File: src/rtl/dfe_pkg.sv
package dfe_pkg;
  localparam int FRAME_BITS = 16;
  localparam int CMD_BITS   = 2;

  typedef enum logic [CMD_BITS-1:0] {
    CMD_LOAD  = 2'b00,
    CMD_RSV_A = 2'b01,
    CMD_RSV_B = 2'b10,
    CMD_EDGE  = 2'b11
  } cmd_e;
endpackage

File: src/rtl/dfe_rst_sync.sv
module dfe_rst_sync #(
  parameter int STAGES = 2
) (
  input  logic clk,
  input  logic arst_n,
  output logic rst_n_o
);
  logic [STAGES-1:0] chain_q;
  logic [STAGES-1:0] chain_d;

  always_comb begin
    chain_d = {chain_q[STAGES-2:0], 1'b1};
  end

  always_ff @(posedge clk or negedge arst_n) begin
    if (!arst_n) chain_q <= '0;
    else         chain_q <= chain_d;
  end

  assign rst_n_o = chain_q[STAGES-1];
endmodule

File: src/rtl/dfe_in_sync.sv
module dfe_in_sync #(
  parameter int               STAGES  = 2,
  parameter int               WIDTH   = 3,
  parameter logic [WIDTH-1:0] RST_VAL = '1
) (
  input  logic             clk,
  input  logic             rst_n,
  input  logic [WIDTH-1:0] din,
  output logic [WIDTH-1:0] dout
);
  logic [WIDTH-1:0] stg_q [STAGES];
  logic [WIDTH-1:0] stg_d [STAGES];

  assign stg_d[0] = din;

  for (genvar s = 1; s < STAGES; s++) begin : g_stage
    assign stg_d[s] = stg_q[s-1];
  end

  for (genvar s = 0; s < STAGES; s++) begin : g_reg
    always_ff @(posedge clk or negedge rst_n) begin
      if (!rst_n) stg_q[s] <= RST_VAL;
      else        stg_q[s] <= stg_d[s];
    end
  end

  assign dout = stg_q[STAGES-1];
endmodule

File: src/rtl/dfe_shifter.sv
module dfe_shifter #(
  parameter int FRAME_BITS = 16
) (
  input  logic                  clk,
  input  logic                  rst_n,
  input  logic                  frame_start,
  input  logic                  frame_active,
  input  logic                  samp_evt,
  input  logic                  sdi,
  output logic [FRAME_BITS-1:0] word,
  output logic                  full
);
  localparam int CNT_W = $clog2(FRAME_BITS + 1);
  localparam logic [CNT_W-1:0] CNT_FULL = CNT_W'(FRAME_BITS);

  logic [FRAME_BITS-1:0] sr_q, sr_d;
  logic [CNT_W-1:0]      cnt_q, cnt_d;
  logic                  shift_en;

  assign full     = (cnt_q == CNT_FULL);
  assign shift_en = frame_active && samp_evt && !full && !frame_start;

  always_comb begin
    sr_d  = sr_q;
    cnt_d = cnt_q;
    if (frame_start) begin
      cnt_d = '0;
    end else if (shift_en) begin
      sr_d  = {sr_q[FRAME_BITS-2:0], sdi};
      cnt_d = cnt_q + CNT_W'(1);
    end
  end

  always_ff @(posedge clk or negedge rst_n) begin
    if (!rst_n) begin
      sr_q  <= '0;
      cnt_q <= '0;
    end else begin
      sr_q  <= sr_d;
      cnt_q <= cnt_d;
    end
  end

  assign word = sr_q;

  p_cnt_bound_r5: assert property (@(posedge clk) disable iff (!rst_n)
    cnt_q <= CNT_FULL);
  p_no_shift_past_full_r5: assert property (@(posedge clk) disable iff (!rst_n)
    (full && !frame_start) |=> $stable(sr_q));
  p_idle_hold_r8: assert property (@(posedge clk) disable iff (!rst_n)
    !frame_active |=> $stable(sr_q));
endmodule

File: src/rtl/dfe_frame_ctrl.sv
module dfe_frame_ctrl
  import dfe_pkg::*;
#(
  parameter int RES_BITS   = 14,
  parameter int FRAME_BITS = 16
) (
  input  logic                  clk,
  input  logic                  rst_n,
  input  logic                  frame_end,
  input  logic                  full,
  input  logic [FRAME_BITS-1:0] word,
  output logic [RES_BITS-1:0]   dac_code,
  output logic                  rise_mode
);
  localparam int FIELD_MSB = FRAME_BITS - CMD_BITS - 1;

  cmd_e                cmd;
  logic                commit;
  logic [RES_BITS-1:0] code_q, code_d;
  logic                mode_q, mode_d;

  assign cmd    = cmd_e'(word[FRAME_BITS-1 -: CMD_BITS]);
  assign commit = frame_end && full;

  always_comb begin
    code_d = code_q;
    mode_d = mode_q;
    if (commit) begin
      case (cmd)
        CMD_LOAD: code_d = word[FIELD_MSB -: RES_BITS];
        CMD_EDGE: mode_d = 1'b1;
        default:  ;
      endcase
    end
  end

  always_ff @(posedge clk or negedge rst_n) begin
    if (!rst_n) begin
      code_q <= '0;
      mode_q <= 1'b0;
    end else begin
      code_q <= code_d;
      mode_q <= mode_d;
    end
  end

  assign dac_code  = code_q;
  assign rise_mode = mode_q;

  p_code_only_on_commit_r3: assert property (@(posedge clk) disable iff (!rst_n)
    !commit |=> $stable(code_q));
  p_short_frame_drop_r4: assert property (@(posedge clk) disable iff (!rst_n)
    (frame_end && !full) |=> ($stable(code_q) && $stable(mode_q)));
  p_reserved_hold_r6: assert property (@(posedge clk) disable iff (!rst_n)
    (commit && (word[FRAME_BITS-1] != word[FRAME_BITS-2])) |=> ($stable(code_q) && $stable(mode_q)));
  p_edge_cmd_r7: assert property (@(posedge clk) disable iff (!rst_n)
    (commit && (cmd == CMD_EDGE)) |=> (mode_q && $stable(code_q)));
  p_edge_sticky_r7: assert property (@(posedge clk) disable iff (!rst_n)
    mode_q |=> mode_q);
endmodule

File: src/rtl/dac_serial_frontend.sv
module dac_serial_frontend
  import dfe_pkg::*;
#(
  parameter int RES_BITS    = 14,
  parameter int SYNC_STAGES = 2
) (
  input  logic                clk,
  input  logic                rst_n,
  input  logic                sclk,
  input  logic                frame_n,
  input  logic                sdata,
  output logic [RES_BITS-1:0] dac_code
);
  logic                  rst_int_n;
  logic [2:0]            pins_s;
  logic                  sclk_s, frame_s, sdata_s;
  logic                  sclk_p_q, frame_p_q;
  logic                  sclk_rise, sclk_fall;
  logic                  frame_start, frame_end, frame_active;
  logic                  rise_mode, samp_evt;
  logic [FRAME_BITS-1:0] word;
  logic                  full;

  initial begin
    if (!(RES_BITS inside {8, 10, 12, 14}))
      $error("RES_BITS must be 8, 10, 12 or 14");
  end

  dfe_rst_sync #(.STAGES(2)) u_rst (
    .clk(clk), .arst_n(rst_n), .rst_n_o(rst_int_n)
  );

  dfe_in_sync #(.STAGES(SYNC_STAGES), .WIDTH(3), .RST_VAL(3'b111)) u_sync (
    .clk(clk), .rst_n(rst_int_n),
    .din({sclk, frame_n, sdata}), .dout(pins_s)
  );

  assign {sclk_s, frame_s, sdata_s} = pins_s;

  always_ff @(posedge clk or negedge rst_int_n) begin
    if (!rst_int_n) begin
      sclk_p_q  <= 1'b1;
      frame_p_q <= 1'b1;
    end else begin
      sclk_p_q  <= sclk_s;
      frame_p_q <= frame_s;
    end
  end

  assign sclk_rise    = sclk_s && !sclk_p_q;
  assign sclk_fall    = !sclk_s && sclk_p_q;
  assign frame_start  = !frame_s && frame_p_q;
  assign frame_end    = frame_s && !frame_p_q;
  assign frame_active = !frame_s;
  assign samp_evt     = rise_mode ? sclk_rise : sclk_fall;

  dfe_shifter #(.FRAME_BITS(FRAME_BITS)) u_shift (
    .clk(clk), .rst_n(rst_int_n),
    .frame_start(frame_start), .frame_active(frame_active),
    .samp_evt(samp_evt), .sdi(sdata_s),
    .word(word), .full(full)
  );

  dfe_frame_ctrl #(.RES_BITS(RES_BITS), .FRAME_BITS(FRAME_BITS)) u_ctrl (
    .clk(clk), .rst_n(rst_int_n),
    .frame_end(frame_end), .full(full), .word(word),
    .dac_code(dac_code), .rise_mode(rise_mode)
  );

  p_reset_zero_r1: assert property (@(posedge clk)
    !rst_int_n |=> (dac_code == '0));
  p_reset_edge_r9: assert property (@(posedge clk)
    !rst_int_n |=> !rise_mode);
  p_idle_no_sample_r8: assert property (@(posedge clk) disable iff (!rst_int_n)
    frame_s |=> $stable(dac_code) || $past(frame_end));
endmodule

File: config.mk
export PLATFORM = sky130hd
export DESIGN_NAME = dac_serial_frontend
export DESIGN_NICKNAME = d
export VERILOG_FILES = /design/src/rtl/dfe_pkg.sv /design/src/rtl/dfe_rst_sync.sv /design/src/rtl/dfe_in_sync.sv /design/src/rtl/dfe_shifter.sv /design/src/rtl/dfe_frame_ctrl.sv /design/src/rtl/dac_serial_frontend.sv
export SDC_FILE = /design/constraint.sdc
export NUM_CORES = 1
export LEC_CHECK = 0
export BUFFER_PORTS_ARGS = -buffer_cell sky130_fd_sc_hd__buf_2
export CAP_MARGIN = 0
export CORE_AREA = 2 2 76 78
export DETAILED_ROUTE_END_ITERATION = 8
export DIE_AREA = 0 0 78 80
export PLACE_DENSITY = 0.57
export SYNTH_ARGS = -nofsm -noshare
export SYNTH_HDL_FRONTEND = slang
export SYNTH_SLANG_ARGS = --single-unit
File: constraint.sdc
create_clock -name clk -period 2.3 [get_ports clk]
set_input_delay 0.23 -clock clk [delete_from_list [all_inputs] [get_ports clk]]
set_output_delay 0.23 -clock clk [all_outputs]
set_load 0.1 [all_outputs]
After elaboration in Yosys (flattened, before gate mapping)
Index checks and enable logic that the tools add are counted.
{ "classes": {"mux": 3, "reduce_logical": 19, "n_addsub": 1, "n_eq_ne": 2, "bitwise_logic": 1} }
{ "op_table": {"columns": ["operator", "n"], "rows": [
  ["2-to-1 mux 5 bit", 2],
  ["logical AND 1 bit", 8],
  ["logical NOT 1 bit", 6],
  ["AND reduction 2 bit", 3],
  ["adder 5 x 1 -> 5 bit (second input constant)", 1],
  ["equality test 5 bit (second input constant)", 1],
  ["equality test 2 bit (second input constant)", 1],
  ["logical NOT 2 bit", 1],
  ["nonzero test 2 bit", 1],
  ["2-to-1 mux 1 bit", 1],
  ["inverter 1 bit", 1]
]} }
{ "word_totals": {"word_cells": 35, "reg_bits": 46, "inputBits": 5, "output_inout_bits": 14} }

Depth between registers and ports, before layout
{ "logic_depth": {"ltp_word": 8, "mapped_depth": 8, "depth_no_buf": 6} }

Cells and area by module
From an unflattened synthesis, not the netlist that was laid out.
{ "unflattened": {"cells_unflattened": 116, "hier_area_um2": 1836.8} }
{ "modules_own_cells": {"columns": ["module", "area_each_um2", "seq_area_each_um2", "n_inst", "cells_each"], "rows": [
  ["dfe_shifter", 917.1, 525.5, 1, 66],
  ["dfe_frame_ctrl", 619.3, 375.4, 1, 33],
  ["dfe_in_sync", 157.7, 157.7, 1, 6],
  ["dac_serial_frontend", 88.8, 52.6, 1, 8],
  ["dfe_rst_sync", 53.8, 50.0, 1, 3]
]} }

Worst setup path after synthesis
No wires, ideal clock.
{ "synth_path": {"path_kind": "reg-to-reg", "startpoint": "register u_shift.cnt_q[0]", "endpoint": "register u_ctrl.code_q[10] (netlist: u_ctrl.dac_code[10])", "n_path_buf": 2, "path_stages_with_launch": 9, "period_less_slack_ns": 2.091, "path_slack_ns": 0.209, "setup_time_ns": 0.125, "t_arrival_ns": 1.966, "required_time_ns": 2.175, "cell_sequence": "dfrtp_1 inv_1 ha_1 nor3b_2 or3b_1 or3_1 buf_6 buf_12 mux2_4"} }
{ "synth_via": {"elab_chain_cells": 3} }
{ "synth_lines": {"columns": ["item", "line", "rtl"], "rows": [
  ["from (decl)", "dfe_shifter.sv:17", "logic [CNT_W-1:0] cnt_q, cnt_d;"],
  ["from (signal assigned)", "dfe_shifter.sv:40", "cnt_q <= cnt_d;"],
  ["equality test 5 bit", "dfe_shifter.sv:20", "assign full = (cnt_q == CNT_FULL);"],
  ["logical AND 1 bit", "dfe_frame_ctrl.sv:23", "assign commit = frame_end && full;"],
  ["AND reduction 2 bit (no source line)", null, null],
  ["to (signal assigned)", "dfe_frame_ctrl.sv:42", "code_q <= code_d;"],
  ["to (decl)", "dfe_frame_ctrl.sv:19", "logic [RES_BITS-1:0] code_q, code_d;"]
]} }
Every way passes these cells.
A chain may end at the register's enable or synchronous reset.

Worst setup path after layout
{ "layout_path": {"startpoint": "register u_shift.cnt_q[0]", "endpoint": "register u_ctrl.code_q[6] (netlist: u_ctrl.dac_code[6])"} }
Same word-level chain as after synthesis.

==> flow_summary_export.csv <==
group,metric,value,unit
run_status,status,"completed",
grt,grt_pass1_wl,4.905,mm
routing,drtIter0Drc,19,
logic_synthesis,syn_inst,114,
floorplan,die_x,78,um
floorplan,core_area,5405,sq um
clock_network,clock_path_buffers,2,
timing,min_period,2.189,ns
timing,setup_slack,0.1106,ns
logic_synthesis,syn_nets,121,
clock_network,post_cts_buffers,0,
critical_path,crit_slowest_cell,"dfrtp_1",
routing,via_per_inst,4.514,
routing,avgRoutedWirePerCell,13.31,um
logic_synthesis,synth_seq_cells,46,
critical_path,cp-start-kind,"flop",
grt,grt_pass1_vias,1031,
timing,fmax,0.4568,GHz
timing,fin_crit_sh,0.9519,
logic_synthesis,synthArstFlopShare,1.000,
clock_network,cts_sinks,46,
power,power_density,676.8,nW/um^2
cells_and_area,diodes,0,
timing,rsz0062_at_grt,"false",
logic_synthesis,synth_compound_area_frac,0.04181,
routing,vias,966,
cells_and_area,layout_commonest_cell,"dfrtp_1",
clock_network,path_clk_slew,0.08,ns
floorplan,die_h,80,um
logic_synthesis,netlist_area,1826,sq um
routing,route.detailed.drc,0,
logic_synthesis,synth_edf_count,0,
min_path,hold_class,"input port to flop",
routing,first_pass_iters,2,
floorplan,start_util,0.3377,
cells_and_area,layout-area-overhead-vs-synth,14.74,%
routing,drt_wl_total,2.849,mm
logic_synthesis,seq_area_frac_synth,0.6361,
grt,grt_max_degree,45,
clock_network,htree_levels,2,
grt,grt_use_total,0.1034,
cells_and_area,final_util,0.3875,
cells_and_area,nets,148,
power,leakage,1.067,nW
place,gp_congestion,0.7617,
grt,grt_overflow,0,
logic_synthesis,synth_warnings,0,
logic_synthesis,muxShareOfSynthArea,0.2111,
timing,worst_pin_slew,0.5206,ns
grt,antenna_found_initial,0,
critical_path,cp_max_fo,9,
routing,antenna_left,0,
logic_synthesis,avgSynthCellArea,16.01,sq um
critical_path,max_stage_delay,0.42,ns
clock_network,root_buffer,"clkbuf_8",
logic_synthesis,synth_top_family_by_area,"multiplexers",
timing,finalHoldViolCount,0,
timing,final_max_slew_viol_count,0,
floorplan,rows,27,
clock_network,clock_latency,0.29,ns
place,place_inst,205,
critical_path,criticalPathCategory,"flop to flop",
cells_and_area,drive_gt1_frac,0.4859,
timing,setup_tns,0,ns
place,portBuffers,18,
power,ir_drop,0.4947,mV
logic_synthesis,synth_cell_types,33,
floorplan,die-area,6240,sq um
timing,setup_viol,0,
critical_path,worst_ep_required_time,2.48,ns
place,dp.final_hpwl,1.979,mm
critical_path,worstPathArrival,2.37,ns
critical_path,path_cells,"inv_1 > ha_1 > nor3b_2 > or3b_1 > or3_1 > buf_4 > mux2_4",
clock_network,cts_tree,"built",
clock_network,numCtsBuffers,5,
place,place_ws,0.1339,ns
timing,final.setup_skew,0.007425,ns
logic_synthesis,ys.flop_type,"dfrtp_1",
timing,max-slew-margin-rel,0.6529,
cells_and_area,final_cell_mix,"dfrtp_1, mux2_2, buf_2, mux2_4, dfstp_2",
floorplan,io-pin-count,19,
run,cap_violations,0,
logic_synthesis,synth-simple-area-share,0.06854,
logic_synthesis,synthAdderAreaFrac,0.01371,
critical_path,critPathCaptureType,"flop",
logic_synthesis,synth_xor_area_frac,0,
cells_and_area,final_cells,214,
-- cell usage after synthesis (2+ instances only) --
cell / instances / area share
a32o_1: 2 / 0.011
buf_2: 2 / 0.0055
dfrtp_1: 38 / 0.52
dfstp_2: 8 / 0.12
ha_1: 2 / 0.014
inv_1: 2 / 0.0041
mux2_2: 20 / 0.12
mux2_4: 10 / 0.082
nand2_1: 3 / 0.0062
nand2b_1: 2 / 0.0069
o211ai_1: 2 / 0.0082
o21ai_0: 2 / 0.0055
-- repair_timing --
action                                 CTS  global route
gates resized for setup                  0             0
hold buffers                             1             0
endpoints found under the hold margin    2             0
-- kinds of logic after synthesis --
group                      count (synthesis)
muxes                                     31
DFF                                       46
buffers and inverters                      6
AOI/OAI and AO/OA                         10
and+or+nand+nor                           18
other                                      1
adders and majority gates                  2
-- routing by layer --
| layer | share of wire | GRT usage |
|---|---|---|
| met1 | 0.45 | 0.1263 |
| met2 | 0.50 | 0.1672 |
| met3 | 0.037 | 0.03620 |
| met4 | 0.016 | 0.04211 |
| met5 | 0 | 0 |
-- through the flow --
stage	cell area [sq um]	hold slack [ns]	power (mW)
after floorplan	1826	-0.06559	0.9474
after global placement	2002	0.01528	0.9703
after detailed placement	2002	0.01764	0.9769
after CTS	2095	0.02300	1.439
after global routing	2095	0.009161	1.497
final	2095	0.03472	1.418
-- registers in the layout (all words and copies together), names as in the netlist --
name and cells:
u_shift.word 16, u_ctrl.dac_code 14, u_shift.cnt_q 5, u_sync.dout 3, u_sync.stg_d 3, u_rst.chain_q 2, frame_p_q 1, sclk_p_q 1
u_ctrl.rise_mode 1
-- area by class of cell --
class                           instances  area, sq um
Clock inverter                          2        10.01
Fill cell                             514         3311
Sequential cell                        46         1161
Timing Repair Buffer                   24        137.6
Tap cell                               72        90.09
Clock buffer                            6        72.57
Multi-Input combinational cell         62        615.6
Inverter                                2        7.507
-- path summary, 6_finish.rpt --
check,from,endpoint,slack (ns),cells past startpoint
hold reg to reg,u_rst.chain_q[1],u_ctrl.dac_code[4],0.30,1
max in group asynchronous,u_rst.chain_q[1],u_sync.stg_d[2],1.61,1
min in group asynchronous,rst_n,u_rst.chain_q[1],0.24,2
setup reg to reg,u_shift.cnt_q[0],u_ctrl.dac_code[6],0.11,7
setup / recovery,u_shift.cnt_q[0],u_ctrl.dac_code[6],0.11,7
hold / removal,frame_n,u_sync.stg_d[1],0.03,1
-- power breakdown --
part / switching (mW) / internal (mW)
combinational: 0.0340 / 0.0395
clock: 0.247 / 0.211
sequential: 0.0310 / 0.856
-- worst max-delay path: cells and delay by family (launching register included) --
kind | cells | cell delay (ns)
multiplexers | 1 | 0.30
AND/OR/NAND/NOR | 3 | 0.89
adder cells (fa/ha/maj) | 1 | 0.15
flip-flops | 1 | 0.42
buffers and inverters | 2 | 0.31
(Power assumes the default switching activity.)
